[src/rtl/eewr_pkg.sv]
package eewr_pkg;

   typedef enum logic [2:0] {
      ST_IDLE,
      ST_SETUP,
      ST_STROBE,
      ST_RELEASE,
      ST_POLL_READ,
      ST_POLL_CHECK,
      ST_DONE
   } eewr_state_e;

   typedef enum logic {
      CMP_DATA = 1'b0,
      CMP_BUSY = 1'b1
   } eewr_cmp_e;

   function automatic int unsigned eewr_max(input int unsigned a, input int unsigned b);
      return (a > b) ? a : b;
   endfunction

endpackage

[src/rtl/eewr_sync.sv]
module eewr_sync #(
   parameter int unsigned STAGES = 2
) (
   input  logic clk,
   input  logic rst_n,
   input  logic d,
   output logic q
);
   generate
      if (STAGES == 0) begin : g_bypass
         assign q = d;
      end else if (STAGES == 1) begin : g_single
         logic r1;
         always_ff @(posedge clk or negedge rst_n) begin
            if (!rst_n) r1 <= 1'b1;
            else        r1 <= d;
         end
         assign q = r1;
      end else begin : g_chain
         logic [STAGES-1:0] sr;
         always_ff @(posedge clk or negedge rst_n) begin
            if (!rst_n) sr <= '1;
            else        sr <= {sr[STAGES-2:0], d};
         end
         assign q = sr[STAGES-1];
      end
   endgenerate
endmodule

[src/rtl/eewr_phase_cnt.sv]
module eewr_phase_cnt #(
   parameter int unsigned CW = 3
) (
   input  logic          clk,
   input  logic          rst_n,
   input  logic          load,
   input  logic [CW-1:0] load_val,
   input  logic          dec,
   output logic [CW-1:0] value,
   output logic          zero
);
   logic [CW-1:0] cnt_q;

   always_ff @(posedge clk or negedge rst_n) begin
      if (!rst_n)                    cnt_q <= '0;
      else if (load)                 cnt_q <= load_val;
      else if (dec && cnt_q != '0)   cnt_q <= cnt_q - 1'b1;
   end

   assign value = cnt_q;
   assign zero  = (cnt_q == '0);
endmodule

[src/rtl/eewr_hit_judge.sv]
module eewr_hit_judge
   import eewr_pkg::*;
(
   input  eewr_cmp_e mode,
   input  logic      samp_msb,
   input  logic      wr_msb,
   input  logic      rdy_sync,
   output logic      hit
);
   always_comb begin
      case (mode)
         CMP_BUSY: hit = rdy_sync;
         default:  hit = (samp_msb == wr_msb);
      endcase
   end
endmodule

[src/rtl/eeprom_wr_seq.sv]
module eeprom_wr_seq
   import eewr_pkg::*;
#(
   parameter int unsigned ADDR_W      = 13,
   parameter int unsigned DATA_W      = 8,
   parameter int unsigned SETUP_CYC   = 2,
   parameter int unsigned WE_CYC      = 3,
   parameter int unsigned HOLD_CYC    = 1,
   parameter int unsigned RD_CYC      = 2,
   parameter int unsigned GAP_CYC     = 2,
   parameter int unsigned MAX_POLLS   = 4,
   parameter int unsigned SYNC_STAGES = 2
) (
   input  logic              clk,
   input  logic              rst_n,
   input  logic              req_valid,
   output logic              req_ready,
   input  logic [ADDR_W-1:0] req_addr,
   input  logic [DATA_W-1:0] req_data,
   input  logic              cmp_mode,
   output logic              wr_done,
   output logic              wr_err,
   output logic              ee_ce_n,
   output logic              ee_oe_n,
   output logic              ee_we_n,
   output logic [ADDR_W-1:0] ee_addr,
   output logic [DATA_W-1:0] ee_dq_out,
   output logic              ee_dq_oe,
   input  logic [DATA_W-1:0] ee_dq_in,
   input  logic              ee_busy_n
);
   localparam int unsigned CNT_TOP = eewr_max(eewr_max(eewr_max(SETUP_CYC, WE_CYC),
                                              eewr_max(HOLD_CYC, RD_CYC)), GAP_CYC);
   localparam int unsigned CW  = $clog2(CNT_TOP + 1);
   localparam int unsigned PW  = $clog2(MAX_POLLS + 1);
   localparam int unsigned MSB = DATA_W - 1;

   generate
      if (SETUP_CYC < 1 || WE_CYC < 1 || HOLD_CYC < 1) begin : g_bad_write_timing
         $error("eeprom_wr_seq: setup, strobe and hold must each be at least one cycle");
      end
      if (RD_CYC < 1 || GAP_CYC < 1) begin : g_bad_poll_timing
         $error("eeprom_wr_seq: read width and poll gap must each be at least one cycle");
      end
      if (MAX_POLLS < 1) begin : g_bad_polls
         $error("eeprom_wr_seq: MAX_POLLS must be at least one");
      end
      if (DATA_W < 2 || ADDR_W < 1) begin : g_bad_width
         $error("eeprom_wr_seq: DATA_W must be at least 2 and ADDR_W at least 1");
      end
   endgenerate

   eewr_state_e       state_q, state_d;
   logic [ADDR_W-1:0] addr_q;
   logic [DATA_W-1:0] data_q;
   eewr_cmp_e         mode_q;
   logic              samp_q;
   logic [PW-1:0]     poll_q;
   logic              err_q;

   logic              cnt_load, cnt_dec, cnt_zero;
   logic [CW-1:0]     cnt_val, cnt_q;
   logic              accept, samp_en, poll_inc, set_err;
   logic              rdy_sync, hit;
   logic              unused_dq_low;

   assign unused_dq_low = ^ee_dq_in[MSB-1:0];

   eewr_phase_cnt #(.CW(CW)) u_cnt (
      .clk      (clk),
      .rst_n    (rst_n),
      .load     (cnt_load),
      .load_val (cnt_val),
      .dec      (cnt_dec),
      .value    (cnt_q),
      .zero     (cnt_zero)
   );

   eewr_sync #(.STAGES(SYNC_STAGES)) u_sync (
      .clk   (clk),
      .rst_n (rst_n),
      .d     (ee_busy_n),
      .q     (rdy_sync)
   );

   eewr_hit_judge u_judge (
      .mode     (mode_q),
      .samp_msb (samp_q),
      .wr_msb   (data_q[MSB]),
      .rdy_sync (rdy_sync),
      .hit      (hit)
   );

   // Next-state and counter control
   always_comb begin
      state_d  = state_q;
      cnt_load = 1'b0;
      cnt_val  = '0;
      cnt_dec  = 1'b0;
      accept   = 1'b0;
      samp_en  = 1'b0;
      poll_inc = 1'b0;
      set_err  = 1'b0;
      case (state_q)
         ST_IDLE: begin
            if (req_valid) begin
               accept   = 1'b1;
               state_d  = ST_SETUP;
               cnt_load = 1'b1;
               cnt_val  = CW'(SETUP_CYC - 1);
            end
         end
         ST_SETUP: begin
            if (cnt_zero) begin
               state_d  = ST_STROBE;
               cnt_load = 1'b1;
               cnt_val  = CW'(WE_CYC - 1);
            end else cnt_dec = 1'b1;
         end
         ST_STROBE: begin
            if (cnt_zero) begin
               state_d  = ST_RELEASE;
               cnt_load = 1'b1;
               cnt_val  = CW'(HOLD_CYC - 1);
            end else cnt_dec = 1'b1;
         end
         ST_RELEASE: begin
            if (cnt_zero) begin
               state_d  = ST_POLL_READ;
               cnt_load = 1'b1;
               cnt_val  = CW'(RD_CYC);
            end else cnt_dec = 1'b1;
         end
         ST_POLL_READ: begin
            if (cnt_zero) begin
               samp_en  = (mode_q == CMP_DATA);
               state_d  = ST_POLL_CHECK;
               cnt_load = 1'b1;
               cnt_val  = CW'(GAP_CYC);
            end else cnt_dec = 1'b1;
         end
         ST_POLL_CHECK: begin
            if (cnt_q == CW'(GAP_CYC)) begin
               if (hit) begin
                  state_d = ST_DONE;
               end else if (poll_q == PW'(MAX_POLLS - 1)) begin
                  state_d = ST_IDLE;
                  set_err = 1'b1;
               end else begin
                  poll_inc = 1'b1;
                  cnt_dec  = 1'b1;
               end
            end else if (cnt_zero) begin
               state_d  = ST_POLL_READ;
               cnt_load = 1'b1;
               cnt_val  = CW'(RD_CYC);
            end else cnt_dec = 1'b1;
         end
         ST_DONE:  state_d = ST_IDLE;
         default:  state_d = ST_IDLE;
      endcase
   end

   always_ff @(posedge clk or negedge rst_n) begin
      if (!rst_n) begin
         state_q <= ST_IDLE;
         addr_q  <= '0;
         data_q  <= '0;
         mode_q  <= CMP_DATA;
         samp_q  <= 1'b0;
         poll_q  <= '0;
         err_q   <= 1'b0;
      end else begin
         state_q <= state_d;
         if (accept) begin
            addr_q <= req_addr;
            data_q <= req_data;
            mode_q <= eewr_cmp_e'(cmp_mode);
            poll_q <= '0;
            err_q  <= 1'b0;
         end
         if (samp_en)  samp_q <= ee_dq_in[MSB];
         if (poll_inc) poll_q <= poll_q + 1'b1;
         if (set_err)  err_q  <= 1'b1;
      end
   end

   // Device pin decode
   always_comb begin
      ee_ce_n  = 1'b1;
      ee_oe_n  = 1'b1;
      ee_we_n  = 1'b1;
      ee_dq_oe = 1'b0;
      case (state_q)
         ST_SETUP, ST_RELEASE: begin
            ee_ce_n  = 1'b0;
            ee_dq_oe = 1'b1;
         end
         ST_STROBE: begin
            ee_ce_n  = 1'b0;
            ee_we_n  = 1'b0;
            ee_dq_oe = 1'b1;
         end
         ST_POLL_READ: begin
            if (mode_q == CMP_DATA) begin
               ee_ce_n = 1'b0;
               ee_oe_n = (cnt_q == CW'(RD_CYC));
            end
         end
         default: ;
      endcase
   end

   assign ee_addr   = addr_q;
   assign ee_dq_out = data_q;
   assign req_ready = (state_q == ST_IDLE);
   assign wr_done   = (state_q == ST_DONE);
   assign wr_err    = err_q;

   AST_STROBE_GATED: assert property (@(posedge clk) disable iff (!rst_n)
      !ee_we_n |-> (!ee_ce_n && ee_oe_n)) else $error("strobe without CE or with OE");
   AST_STROBE_STABLE: assert property (@(posedge clk) disable iff (!rst_n)
      (!ee_we_n && $past(!ee_ce_n)) |-> ($stable(ee_addr) && $stable(ee_dq_out))) else $error("bus moved in strobe");
   AST_NO_CONTENTION: assert property (@(posedge clk) disable iff (!rst_n)
      !ee_oe_n |-> !ee_dq_oe) else $error("bus driven during read");
   AST_TURNAROUND: assert property (@(posedge clk) disable iff (!rst_n)
      $fell(ee_oe_n) |-> $past(!ee_dq_oe)) else $error("no turnaround before read");
   AST_ONE_OUTSTANDING: assert property (@(posedge clk) disable iff (!rst_n)
      (req_valid && req_ready) |=> !req_ready) else $error("second request taken");
   AST_DONE_NOT_ERR: assert property (@(posedge clk) disable iff (!rst_n)
      wr_done |-> !wr_err) else $error("done together with error");
   AST_POLL_BOUND: assert property (@(posedge clk) disable iff (!rst_n)
      poll_q <= PW'(MAX_POLLS - 1)) else $error("poll count overran");
   AST_ERR_CLEAR: assert property (@(posedge clk) disable iff (!rst_n)
      (req_valid && req_ready) |=> !wr_err) else $error("error not cleared");
endmodule

[config.mk]
export PLATFORM = sky130hd
export DESIGN_NAME = eeprom_wr_seq
export DESIGN_NICKNAME = d
export VERILOG_FILES = /design/src/rtl/eewr_pkg.sv /design/src/rtl/eewr_sync.sv /design/src/rtl/eewr_phase_cnt.sv /design/src/rtl/eewr_hit_judge.sv /design/src/rtl/eeprom_wr_seq.sv
export SDC_FILE = /design/constraint.sdc
export NUM_CORES = 1
export LEC_CHECK = 0
export BUFFER_PORTS_ARGS = -buffer_cell sky130_fd_sc_hd__buf_2
export CORE_MARGIN = 3
export CORE_UTILIZATION = 44
export CTS_CLUSTER_SIZE = 24
export DETAILED_ROUTE_END_ITERATION = 16
export GPL_TIMING_DRIVEN = 1
export PLACE_DENSITY = 0.87
export SLEW_MARGIN = 25
export SYNTH_ARGS = -nofsm -noshare
export SYNTH_HDL_FRONTEND = slang
export SYNTH_SLANG_ARGS = --single-unit
[constraint.sdc]
create_clock -name clk -period 1.8 [get_ports clk]
set_input_delay 0.36 -clock clk [delete_from_list [all_inputs] [get_ports clk]]
set_output_delay 0.36 -clock clk [all_outputs]
set_load 0.05 [all_outputs]
==> summary.md <==
| Metric | Value |
|---|---|
| CTS Buffer Depth | 2 |
| Reg area | 857 um2 |
| Number of detailed-route iterations in the first pass | 4 |
| Area grow syn2layout | 33.4% |
| Vias per std cell | 5.02 |
| Drt wl/cell | 12.6 um |
| Post-synthesis average cell area | 9.48 um2 |
| Setup crit start | state_q[0] |
| Peak VDD IR | between 1000 and 1500 uV |
| Worst reg-to-reg path cell count | 6 |
| CP max FO | 6 |
| Port bufs | 54 |
| Outcome | finished, final reports clean |
| Layout cell share with drive strength beyond 1 | 40.7% |
| Final hold slack | 0.136 ns |
| DRC viols | 0 |
| Most frequent cells in the layout | 74 x nand2_1, 51 x buf_2, 29 x dfrtp_1 |
| Final hold vios | 0 |
| Worst path required time | 1.44 ns |
| Core area | 3520 um2 |
| DRT Wirelength | 3.71 mm |
| CP arrival | 1.41 ns |
| DIE WIDTH | roughly 68 um |
| Syn nets | 216 |
| Cell count after placement | 276 |
| H-Tree Depth | 2 |
| Crit path kind | reg -> out |
| Nets | 285 |
| PwrDens | between 2000 and 2500 nW/um2 |
| CTS tree | done |
| Initial antenna violation count | 0 |
| Max Cap Viol | 0 |
| Async set-or-reset flop fraction in the synthesized netlist | 100% |
| Maximum clock frequency | 0.566 GHz |
| I/O pins | 62 |
| Starting Density | 47.9% |
| Yosys Warn Count | 0 |
| Worst R2R End | u_cnt.value[1] |
| Commonest non-fill, non-tap cell in the layout | nand2_1 |
| Min cycle time layout | 1.77 ns |
| Gr ovfl total | 0 |
| Period utilization | slightly below 100% |
| FF-to-FF setup slack | 0.06 ns |
| Clock Pin Slew Worst Setup and Hold Paths | 0.07 ns |
| Seq/Total Area, Yosys | roughly half |
| Min-Delay Path Class | in -> async |
| Placed Area | 2030 um2 |
| Vias in the first global route | roughly 1400 |
| Setup ws final | 0.0317 ns |
| Worst Tran Pin Value | 0.742 ns |
| Largest net degree at the start of global routing | 35 |
| Syn Inst Count | roughly 180 |
| Full die area | approximately 4600 um2 |
| RSZ-0062 raised after global routing | yes |
| DP Worst Slack | 0.0236 ns |
| Non-Filler Instances | 294 |
| Vias post-DR | 1476 |
| DP Wirelength | 2.45 mm |
| Hold buffers post-CTS | 0 |
| DRC violation total after the first TritonRoute iteration | 92 |
| Clock root buffer | clkbuf_8 |
| Rows | 21 |
| CP Launch Type | flop |
| Mapped cell area | 1690 um2 |
| Worst Skew | 0.00445 ns |
| Clk sinks | 34 |
| Max_slew headroom | between 50% and 60% |
| EDFF count, synth | 0 |
| Multi-input gate area | 768 um2 |
| TritonCTS Buffers | 5 |
| #FFs+latches synth | 34 |
| Distinct cell type count after synthesis | 42 |
| Top_reg_cell synth | dfrtp_1 |
| Overall routing resource usage | 18.0% |
| Clk Latency, worst-skew pair | 0.28 ns |
| Fin. max-slew vios | 0 |
| Pwr Total | 0.00497 W |
| Final setup vio count | 0 |
| Leakage | 1.18 nW |
| Routability cong. | 0.799 |
| Number of fill cells | 297 |
| Die height | 67.9 um |
| Diodes inserted | 0 |
| Crit end category | output port |
| First-pass GRT wire length | 6.18 mm |
| Post-route cell area | 2250 um2 |
| R2r startpoint | poll_q[0] |
| Antenna Nets Post-Route | 0 |
==> power by group <==
group	switching, W	leakage (nW)	internal [W]	total (W)
Combinational	0.00196	0.708	0.00106	0.00303
Clock	0.000274	0.0482	0.000309	0.000583
Sequential	0.000269	0.421	0.00109	0.00136
==> cells in the mapped netlist (2+ instances only) <==
master | count | area (um2)
o21a_1 | 2 | 15.0
a21o_1 | 2 | 15.0
ha_1 | 4 | 50.1
nor2_1 | 6 | 22.5
nand3_1 | 5 | 25.0
nand2_1 | 74 | 278
inv_1 | 6 | 22.5
buf_4 | 5 | 37.5
mux2i_1 | 2 | 20.0
dfstp_2 | 2 | 52.6
dfrtp_1 | 32 | 801
buf_2 | 3 | 15.0
o21ai_1 | 4 | 20.0
a22o_1 | 2 | 17.5
a222oi_1 | 2 | 20.0
==> final cells by class <==
class	count	share of cell area [%]
flip-flops and latches	34	38.1
well taps	46	2.56
clock buffers	7	3.84
inverters	7	1.17
clock inverters	1	0.222
multi-input cells	127	34.1
repair buffers	72	20.0
==> kinds of logic (layout without fill, tap and decap cells) <==
family / count (synthesis) / after routing / share of synthesized area (%)
buffers and inverters: 17 / 87 / 6.16
AND/OR/NAND/NOR: 97 / 97 / 26.5
multiplexers: 4 / 4 / 2.74
flip-flops: 34 / 34 / 50.6
AO/OA/AOI/OAI: 20 / 20 / 9.57
XOR/XNOR: 2 / 2 / 1.48
adder cells (fa/ha/maj): 4 / 4 / 2.97
==> how the worst max path moves through the flow <==
stage / depth (start not counted) / to / slack, ns
after floorplan: 4 / ee_ce_n / 0.03
after global placement: 6 / u_cnt.value[1] / 0.04
after detailed placement: 6 / u_cnt.value[1] / 0.02
after CTS: 3 / ee_we_n / 0.004
after global routing: 3 / ee_oe_n / -0.03
final: 3 / ee_oe_n / 0.03
==> flip-flops by register name, summed over array words and instances, names as in the netlist <==
register,cells
ee_addr,13
ee_dq_out,8
poll_q,3
state_q,3
u_cnt.value,2
u_sync.g_chain.sr,2
mode_q,1
samp_q,1
wr_err,1
==> through the flow <==
step           util [%]  setup TNS [ns]
3_3_place_gp       57.7               0
5_1_grt            63.9         -0.0330
4_1_cts            61.7               0
2_1_floorplan         -               0
6_report           63.9               0
3_5_place_dp       57.7               0
==> metal layers <==
metal	track usage [%]	wire, um	vias to the layer above
met3	4.60	214	6
li1	-	-	723
met2	30.0	1770	54
met4	5.21	41	0
met1	23.2	1690	693
met5	0	0	-
==> critical path, cell delays in order (launching register included) <==
cell and delay [ns]:
dfrtp_2 0.49, nor4b_4 0.36, nand2b_1 0.11, buf_6 0.16
==> what timing repair did <==
| action | CTS | global route |
|---|---|---|
| resized for setup | 7 | 8 |
| endpoints found under the setup margin | 6 | 5 |
| pin swaps | 2 | 5 |
| setup buffers | 4 | 6 |
Power figures use the tool's default switching activity.
